File: src/rtl/pps_pkg.sv
package pps_pkg;
  localparam int NUM_STAGES = 5;  // logic, analog/neg gate, pos gate, signals, backlight
  localparam int NUM_PG     = 3;  // rails that report power-good
  localparam int SW         = $clog2(NUM_STAGES + 1);

  typedef enum logic [1:0] {
    PS_HOLD,  // off-time wait
    PS_IDLE,  // waiting for a request
    PS_UP,    // powering up or fully on
    PS_DOWN   // shutting down in reverse order
  } pps_state_e;
endpackage

File: src/rtl/pps_step_timer.sv
module pps_step_timer #(
  parameter int CW = 8
) (
  input  logic          clk,
  input  logic          rst,
  input  logic          clr,
  input  logic          tick,
  output logic [CW-1:0] count
);
  always_ff @(posedge clk) begin
    if (rst || clr)
      count <= '0;
    else if (tick && (count != {CW{1'b1}}))
      count <= count + 1'b1;
  end
endmodule

File: src/rtl/pps_rail_reg.sv
module pps_rail_reg
  import pps_pkg::*;
(
  input  logic                  clk,
  input  logic                  rst,
  input  logic [SW-1:0]         stage,
  output logic [NUM_STAGES-1:0] rail_q
);
  for (genvar i = 0; i < NUM_STAGES; i++) begin : g_rail
    always_ff @(posedge clk) begin
      if (rst)
        rail_q[i] <= 1'b0;
      else
        rail_q[i] <= (stage > SW'(i));
    end
  end
endmodule

File: src/rtl/pps_rst_gen.sv
module pps_rst_gen #(
  parameter int RST_TICKS = 5
) (
  input  logic clk,
  input  logic rst,
  input  logic dig_on,
  input  logic tick,
  output logic rst_n_q
);
  localparam int RW = $clog2(RST_TICKS + 2);
  localparam logic [RW-1:0] LIM = RW'(RST_TICKS);

  logic [RW-1:0] cnt;

  always_ff @(posedge clk) begin
    if (rst || !dig_on) begin
      cnt     <= '0;
      rst_n_q <= 1'b0;
    end else begin
      if (tick && (cnt < LIM))
        cnt <= cnt + 1'b1;
      rst_n_q <= (cnt >= LIM);
    end
  end
endmodule

File: src/rtl/panel_pwr_seq.sv
module panel_pwr_seq
  import pps_pkg::*;
#(
  parameter int          T_DIG_MIN  = 1,
  parameter int          T_DIG_MAX  = 1000,
  parameter int          T_ANA_MIN  = 1,
  parameter int          T_ANA_MAX  = 1000,
  parameter int          T_GATE_MIN = 1000,
  parameter int          T_GATE_MAX = 1000,
  parameter int          T_SIG_MIN  = 2000,
  parameter int          T_DN_GAP   = 1000,
  parameter int          T_OFF_MIN  = 20000,
  parameter int          T_RST      = 5,
  parameter logic [2:0]  PG_USED    = 3'b111
) (
  input  logic       clk,
  input  logic       rst,
  input  logic       pwr_req_i,
  input  logic       tick_i,
  input  logic [2:0] pg_i,
  output logic       dig_en_o,
  output logic       ana_en_o,
  output logic       gate_en_o,
  output logic       sig_en_o,
  output logic       bl_en_o,
  output logic       panel_rst_n_o,
  output logic       fault_o
);
  function automatic int imax(input int a, input int b);
    return (a > b) ? a : b;
  endfunction

  localparam int TMAX = imax(imax(imax(T_DIG_MIN, T_DIG_MAX), imax(T_ANA_MIN, T_ANA_MAX)),
                             imax(imax(T_GATE_MIN, T_GATE_MAX),
                                  imax(T_SIG_MIN, imax(T_DN_GAP, T_OFF_MIN))));
  localparam int CW = $clog2(TMAX + 2);

  pps_state_e           st_q, st_n;
  logic [SW-1:0]        stg_q, stg_n;
  logic                 fault_q, fault_n;
  logic                 clr;
  logic [CW-1:0]        cnt;
  logic [CW-1:0]        cur_min, cur_max;
  logic                 cur_pg_ok, has_pg;
  logic [NUM_PG-1:0]    pg_ok;
  logic [NUM_STAGES-1:0] rails;

  assign pg_ok = pg_i | ~PG_USED;

  always_comb begin
    cur_min   = CW'(T_SIG_MIN);
    cur_max   = '1;
    cur_pg_ok = 1'b1;
    has_pg    = 1'b0;
    case (stg_q)
      SW'(1): begin cur_min = CW'(T_DIG_MIN);  cur_max = CW'(T_DIG_MAX);  cur_pg_ok = pg_ok[0]; has_pg = 1'b1; end
      SW'(2): begin cur_min = CW'(T_ANA_MIN);  cur_max = CW'(T_ANA_MAX);  cur_pg_ok = pg_ok[1]; has_pg = 1'b1; end
      SW'(3): begin cur_min = CW'(T_GATE_MIN); cur_max = CW'(T_GATE_MAX); cur_pg_ok = pg_ok[2]; has_pg = 1'b1; end
      default: ;
    endcase
  end

  always_comb begin
    st_n    = st_q;
    stg_n   = stg_q;
    fault_n = fault_q;
    clr     = 1'b0;
    case (st_q)
      PS_HOLD: begin
        if (cnt >= CW'(T_OFF_MIN)) begin
          st_n = PS_IDLE;
          clr  = 1'b1;
        end
      end
      PS_IDLE: begin
        if (!pwr_req_i)
          fault_n = 1'b0;
        else if (!fault_q) begin
          st_n  = PS_UP;
          stg_n = SW'(1);
          clr   = 1'b1;
        end
      end
      PS_UP: begin
        if (!pwr_req_i || (has_pg && !cur_pg_ok && (cnt >= cur_max))) begin
          if (pwr_req_i)
            fault_n = 1'b1;
          stg_n = stg_q - 1'b1;
          st_n  = (stg_q == SW'(1)) ? PS_HOLD : PS_DOWN;
          clr   = 1'b1;
        end else if ((stg_q < SW'(NUM_STAGES)) && cur_pg_ok && (cnt >= cur_min)) begin
          stg_n = stg_q + 1'b1;
          clr   = 1'b1;
        end
      end
      PS_DOWN: begin
        if (cnt >= CW'(T_DN_GAP)) begin
          stg_n = stg_q - 1'b1;
          st_n  = (stg_q == SW'(1)) ? PS_HOLD : PS_DOWN;
          clr   = 1'b1;
        end
      end
      default: st_n = PS_HOLD;
    endcase
  end

  always_ff @(posedge clk) begin
    if (rst) begin
      st_q    <= PS_HOLD;
      stg_q   <= '0;
      fault_q <= 1'b0;
    end else begin
      st_q    <= st_n;
      stg_q   <= stg_n;
      fault_q <= fault_n;
    end
  end

  pps_step_timer #(.CW(CW)) u_timer (
    .clk   (clk),
    .rst   (rst),
    .clr   (clr),
    .tick  (tick_i),
    .count (cnt)
  );

  pps_rail_reg u_rails (
    .clk    (clk),
    .rst    (rst),
    .stage  (stg_q),
    .rail_q (rails)
  );

  pps_rst_gen #(.RST_TICKS(T_RST)) u_rstgen (
    .clk     (clk),
    .rst     (rst),
    .dig_on  (stg_q != '0),
    .tick    (tick_i),
    .rst_n_q (panel_rst_n_o)
  );

  assign dig_en_o  = rails[0];
  assign ana_en_o  = rails[1];
  assign gate_en_o = rails[2];
  assign sig_en_o  = rails[3];
  assign bl_en_o   = rails[4];
  assign fault_o   = fault_q;
endmodule

File: config.mk
export PLATFORM = sky130hd
export DESIGN_NAME = panel_pwr_seq
export DESIGN_NICKNAME = d
export VERILOG_FILES = /design/src/rtl/pps_pkg.sv /design/src/rtl/pps_step_timer.sv /design/src/rtl/pps_rail_reg.sv /design/src/rtl/pps_rst_gen.sv /design/src/rtl/panel_pwr_seq.sv
export SDC_FILE = /design/constraint.sdc
export NUM_CORES = 1
export LEC_CHECK = 0
export BUFFER_PORTS_ARGS = -buffer_cell sky130_fd_sc_hd__buf_2
export CORE_ASPECT_RATIO = 0.9
export CORE_MARGIN = 2
export CORE_UTILIZATION = 40
export CTS_CLUSTER_SIZE = 28
export DETAILED_ROUTE_END_ITERATION = 10
export GPL_TIMING_DRIVEN = 0
export HOLD_SLACK_MARGIN = 0.15
export MAX_ROUTING_LAYER = met4
export PLACE_DENSITY = 0.65
export SYNTH_ARGS = -nofsm -noshare
export SYNTH_HDL_FRONTEND = slang
export SYNTH_SLANG_ARGS = --single-unit
File: constraint.sdc
create_clock -name clk -period 4.7 [get_ports clk]
set_clock_uncertainty 0.1 [all_clocks]
set_input_delay 0.235 -clock clk [delete_from_list [all_inputs] [get_ports clk]]
set_output_delay 0.235 -clock clk [all_outputs]
set_load 0.005 [all_outputs]
==> results.yml, run 1 <==
outcome:
  outcome: "finished, final reports clean"
cts:
  cts_resized: 0
  cts_sinks: 30
  cts_root_buffer: "clkbuf_8"
  cts_hold_buf: 1
  cts_buffers: 5
  insertion_delay_ns: 0.29
  cts_setup_buffers: 0
  h-tree-depth: 2
  cts_tree: "yes"
  clk_pin_slew_ns: 0.07
  clk_path_buf_depth: 2
global_route:
  grt_overflow: 0
  grt_max_degree: 11
  grt.total_usage_pct: 18.3
  grt_pass1_vias: 1723
  antenna_found_initial: 0
  grt_pass1_wl_mm: 7.85
timing:
  hold_viol: 0
  max_freq_mhz: 237
  worst_slew_pin_slew_ns: 0.601
  setup_viol: 0
  fin_crit_ns: 4.23
  slew_viol_final: 0
  rsz0062_at_grt: "false"
  relSlewSlack_pct: 59.9
  period_share_pct: 89.9
  setup_tns_ns: 0
place:
  gp_congestion: 0.826
  dp_cells: 323
  io_buffer_count: 13
  dp_hpwl_mm: 3.41
layout:
  syn_to_final_growth_pct: 13.0
  post-route-util_pct: 47.2
  fillers: 485
  drive_gt1_share_pct: 10.5
  instances_no_fill: 332
  nNetsFinal: 299
  diodes: 0
synthesis:
  synth.avg_cell_area_um2: 8.34
  synth_nets: 278
  ys_seq_area_share_pct: 29.4
  synthArstFlopShare_pct: 0
  synth_edf_count: 0
  ys_types: 49
  yosys-top-cells-area: "dfxtp_1, ha_1, nor2_1"
  ys.flop_type: "dfxtp_1"
  yosys_register_bits: 30
  syn_inst: 245
  synth_top_area_share_pct: 29.4
  synth_common_cells: "dfxtp_1, nor2_1, ha_1"
  synth_top_area_cell: "dfxtp_1"
  yosysWarnings: 0
  netlist_area_um2: 2040
routing:
  dr_wl_met3_um: 221
  firstDrtPassIters: 4
  final_antenna_net_count: 0
  vias: 1836
  drcViolationCount: 0
  wl_per_cell_um: 13.6
  wl_met1_mm: 2.36
  wl_met2_mm: 1.87
  totalWireLength_mm: 4.52
  avgViaCountPerCell: 5.53
  dr.first_iter.drc_count: 85
  topRoutingLayerUsed: "met4"
setup_path:
  startpoint_type: "flip-flop"
  critPathCaptureType: "flip-flop"
  arrival_ns: 4.31
  path_cells: "inv_1 > ha_1 > clkbuf_1 > or3_1 > ha_1 > or4_1 > a221o_1 > nand3b_1 > a21oi_1 > mux2_2 > o41ai_1"
  crit_path_max_incr_delay_ns: 0.57
  crit_top_cell: "ha_1"
  crit_path_top_delay_cell: "or3_1"
  path_max_fanout: 10
  required_ns: 4.79
  crit_type: "reg -> reg"
die:
  dieArea_um2: 5700
  initial_core_util_pct: 41.8
  die_x_um: 79.4
  core-area_um2: 4890
  fp-row-count: 24
  die_h_um: 71.8
  pin_count: 14
flow_run:
  max_cap_viol_count: 0
power:
  ir_worst_vdd_mv: 0.153
  leakage_nw: 1.01
  powerDensity_nw_per_um2: 236
worst_hold_path:
  hold_path_class: "in -> reg"
## power breakdown
part,internal [mW],switching (mW)
Clock,0.156,0.105
Sequential,0.256,0.00284
Combinational,0.00978,0.0150
## state kept, by name, summed over array words and instances, names as in the netlist
signal and flops:
u_rstgen.rst_n_q 1, st_q 2, fault_o 1, u_timer.count 15, u_rstgen.cnt 3, u_rails.rail_q 5
stg_q 3
## area by class of cell
cell class                      instances  area [µm²]  area share, %
Multi-Input combinational cell        196        1370           59.1
Sequential cell                        30         601           26.0
Tap cell                               65        81.3           3.52
Timing Repair Buffer                   14        75.1           3.25
Clock buffer                            5        68.8           2.98
Inverter                               13        48.8           2.11
Clock inverter                          3        40.0           1.73
Buffer                                  6        30.0           1.30
## worst max-delay path: cells and delay by family (launching register included)
kind | cells | cell delay, ns
AO/OA/AOI/OAI | 3 | 1.01
flip-flops | 1 | 0.48
AND/OR/NAND/NOR | 3 | 1.31
multiplexers | 1 | 0.39
buffers and inverters | 2 | 0.35
adder cells (fa/ha/maj) | 2 | 0.47
## cells in the final DEF, fill, tap and decap left out, drive strengths merged, types with 3 or more instances in the layout
cell	instances
nor3	8
nor2b	6
clkbuf	10
o311a	3
ha	26
buf	14
or3	4
or4	3
nand2	17
o21a	3
inv	13
nand2b	4
xor2	8
nor4	4
nor2	30
a21oi	12
and2	3
o2111ai	3
o31ai	3
o21ai	8
xnor2	4
a31oi	3
nand3	8
a211oi	5
dfxtp	30
nand4	4
## path summary, 6_finish.rpt
path | startpoint | to | slack (ns) | cells after the start
worst min-delay path | pwr_req_i | fault_o | 0.17 | 3
worst max register to register | stg_q[2] | stg_q[2] | 0.47 | 11
worst min register to register | fault_o | fault_o | 0.41 | 2
worst max-delay path | stg_q[2] | stg_q[2] | 0.47 | 11
## cells by family (layout without fill, tap and decap cells)
group                    Yosys count  in the layout  share of synthesized area [%]
AND/OR/NAND/NOR                  103            103                           25.9
AO/OA/AOI/OAI                     54             54                           19.2
flip-flops                        30             30                           29.4
adder cells (fa/ha/maj)           26             26                           15.9
buffers and inverters             19             41                           3.86
XOR/XNOR                          12             12                           5.14
multiplexers                       1              1                          0.551
## metal layers
metal | up-vias | global-route usage, %
met3 | 8 | 5.42
met4 | 0 | 5.36
met2 | 34 | 27.4
li1 | 944 | -
met5 | - | -
met1 | 850 | 24.0
## per-stage QoR
stage,worst slack [ns],power (mW),hold WS [ns],area [µm²]
after floorplan,1.03,0.280,0.221,2040
after global placement,0.494,0.288,0.360,2190
after detailed placement,0.506,0.289,0.362,2190
after CTS,0.486,0.550,0.162,2310
after global routing,0.237,0.566,0.192,2310
final,0.474,0.545,0.167,2310
(Power assumes the default switching activity.)
==> run 2: changes to the inputs <==
- CORE_MARGIN: 2 -> 3
- SLEW_MARGIN: default -> 20
==> results.yml, run 2 (same netlist as run 1, synthesis figures left out) <==
timing:
  hold_viol: 0
  period_share_pct: 91.1
  slew_viol_final: 0
  max_freq_mhz: 234
  fin_crit_ns: 4.28
  relSlewSlack_pct: 52.9
  hold_slack_ns: 0.181
  setup_tns_ns: 0
  rsz0062_at_grt: "false"
  worst_slew_pin_slew_ns: 0.707
  setup_viol: 0
layout:
  diodes: 0
  largest_reg_flops: 15
  instances_no_fill: 331
  post-route-util_pct: 46.5
  top_regs: "u_timer.count (15), u_rails.rail_q (5)"
  top_register: "u_timer.count"
  drive_gt1_share_pct: 9.40
  syn_to_final_growth_pct: 11.4
  final_cell_area_um2: 2280
  final_cell_mix: "nor2_1, dfxtp_1, ha_1"
  nNetsFinal: 299
cts:
  cts_tree: "yes"
  clk_path_buf_depth: 2
  cts_root_buffer: "clkbuf_8"
  insertion_delay_ns: 0.28
  clk_pin_slew_ns: 0.06
  h-tree-depth: 2
  cts_buffers: 5
  cts_resized: 0
  cts_sinks: 30
worst_hold_path:
  hold_path_class: "in -> reg"
  hold_path_depth: 3
  hp-start: "pwr_req_i"
  hold_path_end: "fault_o"
setup_path:
  path_max_fanout: 10
  path_delay_family: "simple AND/OR/NAND/NOR gates"
  path_buf_inv: 2
  arrival_ns: 4.35
  required_ns: 4.77
  crit_path_top_delay_cell: "or3_1"
  crit_path_max_incr_delay_ns: 0.56
  path_cells: "inv_1 > ha_1 > clkbuf_1 > or3_1 > ha_1 > or4_1 > a221o_1 > nand3b_1 > a21oi_1 > mux2_2 > o41ai_1"
  crit_top_cell: "ha_1"
  startpoint_type: "flip-flop"
  regToRegStartpoint: "stg_q[2]"
  reg2reg_depth: 11
  crit_type: "reg -> reg"
  r2r_slack_ns: 0.42
  r2r-end: "stg_q[2]"
  critPathCaptureType: "flip-flop"
outcome:
  outcome: "finished, final reports clean"
place:
  io_buffer_count: 13
  dp_hpwl_mm: 3.61
  dp_cells: 323
  gp_congestion: 0.841
  postPlaceCellArea_um2: 2190
routing:
  vias: 1832
  drcViolationCount: 0
  dr.first_iter.drc_count: 139
  final_antenna_net_count: 0
  avgViaCountPerCell: 5.53
  firstDrtPassIters: 4
  totalWireLength_mm: 4.71
  wl_per_cell_um: 14.2
die:
  core-area_um2: 4890
  initial_core_util_pct: 41.8
  pin_count: 14
  dieArea_um2: 6010
  die_h_um: 73.8
  fp-row-count: 24
  die_x_um: 81.4
global_route:
  grt_pass1_vias: 1679
  grt_max_degree: 11
  grt_pass1_wl_mm: 8.09
  grt_overflow: 0
  antenna_found_initial: 0
  grt.total_usage_pct: 18.2
power:
  ir_worst_vdd_mv: 0.129
  powerDensity_nw_per_um2: 209
  leakage_nw: 0.986
flow_run:
  max_cap_viol_count: 0
-- run 2: per-stage QoR --
stage | power [mW] | setup slack, ns
final | 0.476 | 0.420
after global routing | 0.501 | 0.0977
after CTS | 0.483 | 0.458
after detailed placement | 0.288 | 0.493
after global placement | 0.289 | 0.486
after floorplan | 0.280 | 1.03
-- run 2: area by class of cell --
| class | count | area [µm²] |
|---|---|---|
| Fill cell | 499 | 2620 |
| Multi-Input combinational cell | 196 | 1370 |
| Sequential cell | 30 | 601 |
| Tap cell | 65 | 81.3 |
| Clock buffer | 7 | 76.3 |
| Timing Repair Buffer | 14 | 75.1 |
| Inverter | 13 | 48.8 |
| Buffer | 6 | 30.0 |
-- run 2: worst register-to-register path, cell delays in order, from the launching register on --
cell	delay (ns)
dfxtp_1	0.48
inv_1	0.14
ha_1	0.21
clkbuf_1	0.21
or3_1	0.56
ha_1	0.26
or4_1	0.51
a221o_1	0.37
nand3b_1	0.23
a21oi_1	0.44
mux2_2	0.41
o41ai_1	0.24
-- run 2: worst max path at each step --
stage | from | slack [ns] | to | depth (start not counted)
finish | stg_q[2] | 0.42 | stg_q[2] | 11
global route | stg_q[2] | 0.1 | stg_q[2] | 11
CTS | stg_q[2] | 0.46 | stg_q[2] | 11
detailed placement | stg_q[2] | 0.49 | stg_q[2] | 11
global placement | stg_q[2] | 0.49 | stg_q[2] | 11
floorplan | stg_q[0] | 1.03 | stg_q[2] | 11
-- run 2: per-layer routing --
| layer | vias to the layer above | track usage [%] | share of wire, % |
|---|---|---|---|
| met5 | - | - | 0 |
| met4 | 0 | 6.57 | 1.5 |
| met3 | 7 | 3.68 | 3.1 |
| met2 | 28 | 24.7 | 42 |
| met1 | 852 | 26.3 | 54 |
| li1 | 945 | - | - |
-- run 2: what timing repair did --
| item | CTS | global route |
|---|---|---|
| hold buffers | 1 | 0 |
| endpoints found under the hold margin | 1 | 0 |
| setup buffers | 0 | 0 |
| endpoints found under the setup margin | 0 | 0 |
-- run 2: power breakdown --
part	switching [mW]	total, mW	internal [mW]
registers	0.00282	0.259	0.256
logic	0.0152	0.0249	0.00972
clock network	0.0906	0.192	0.102
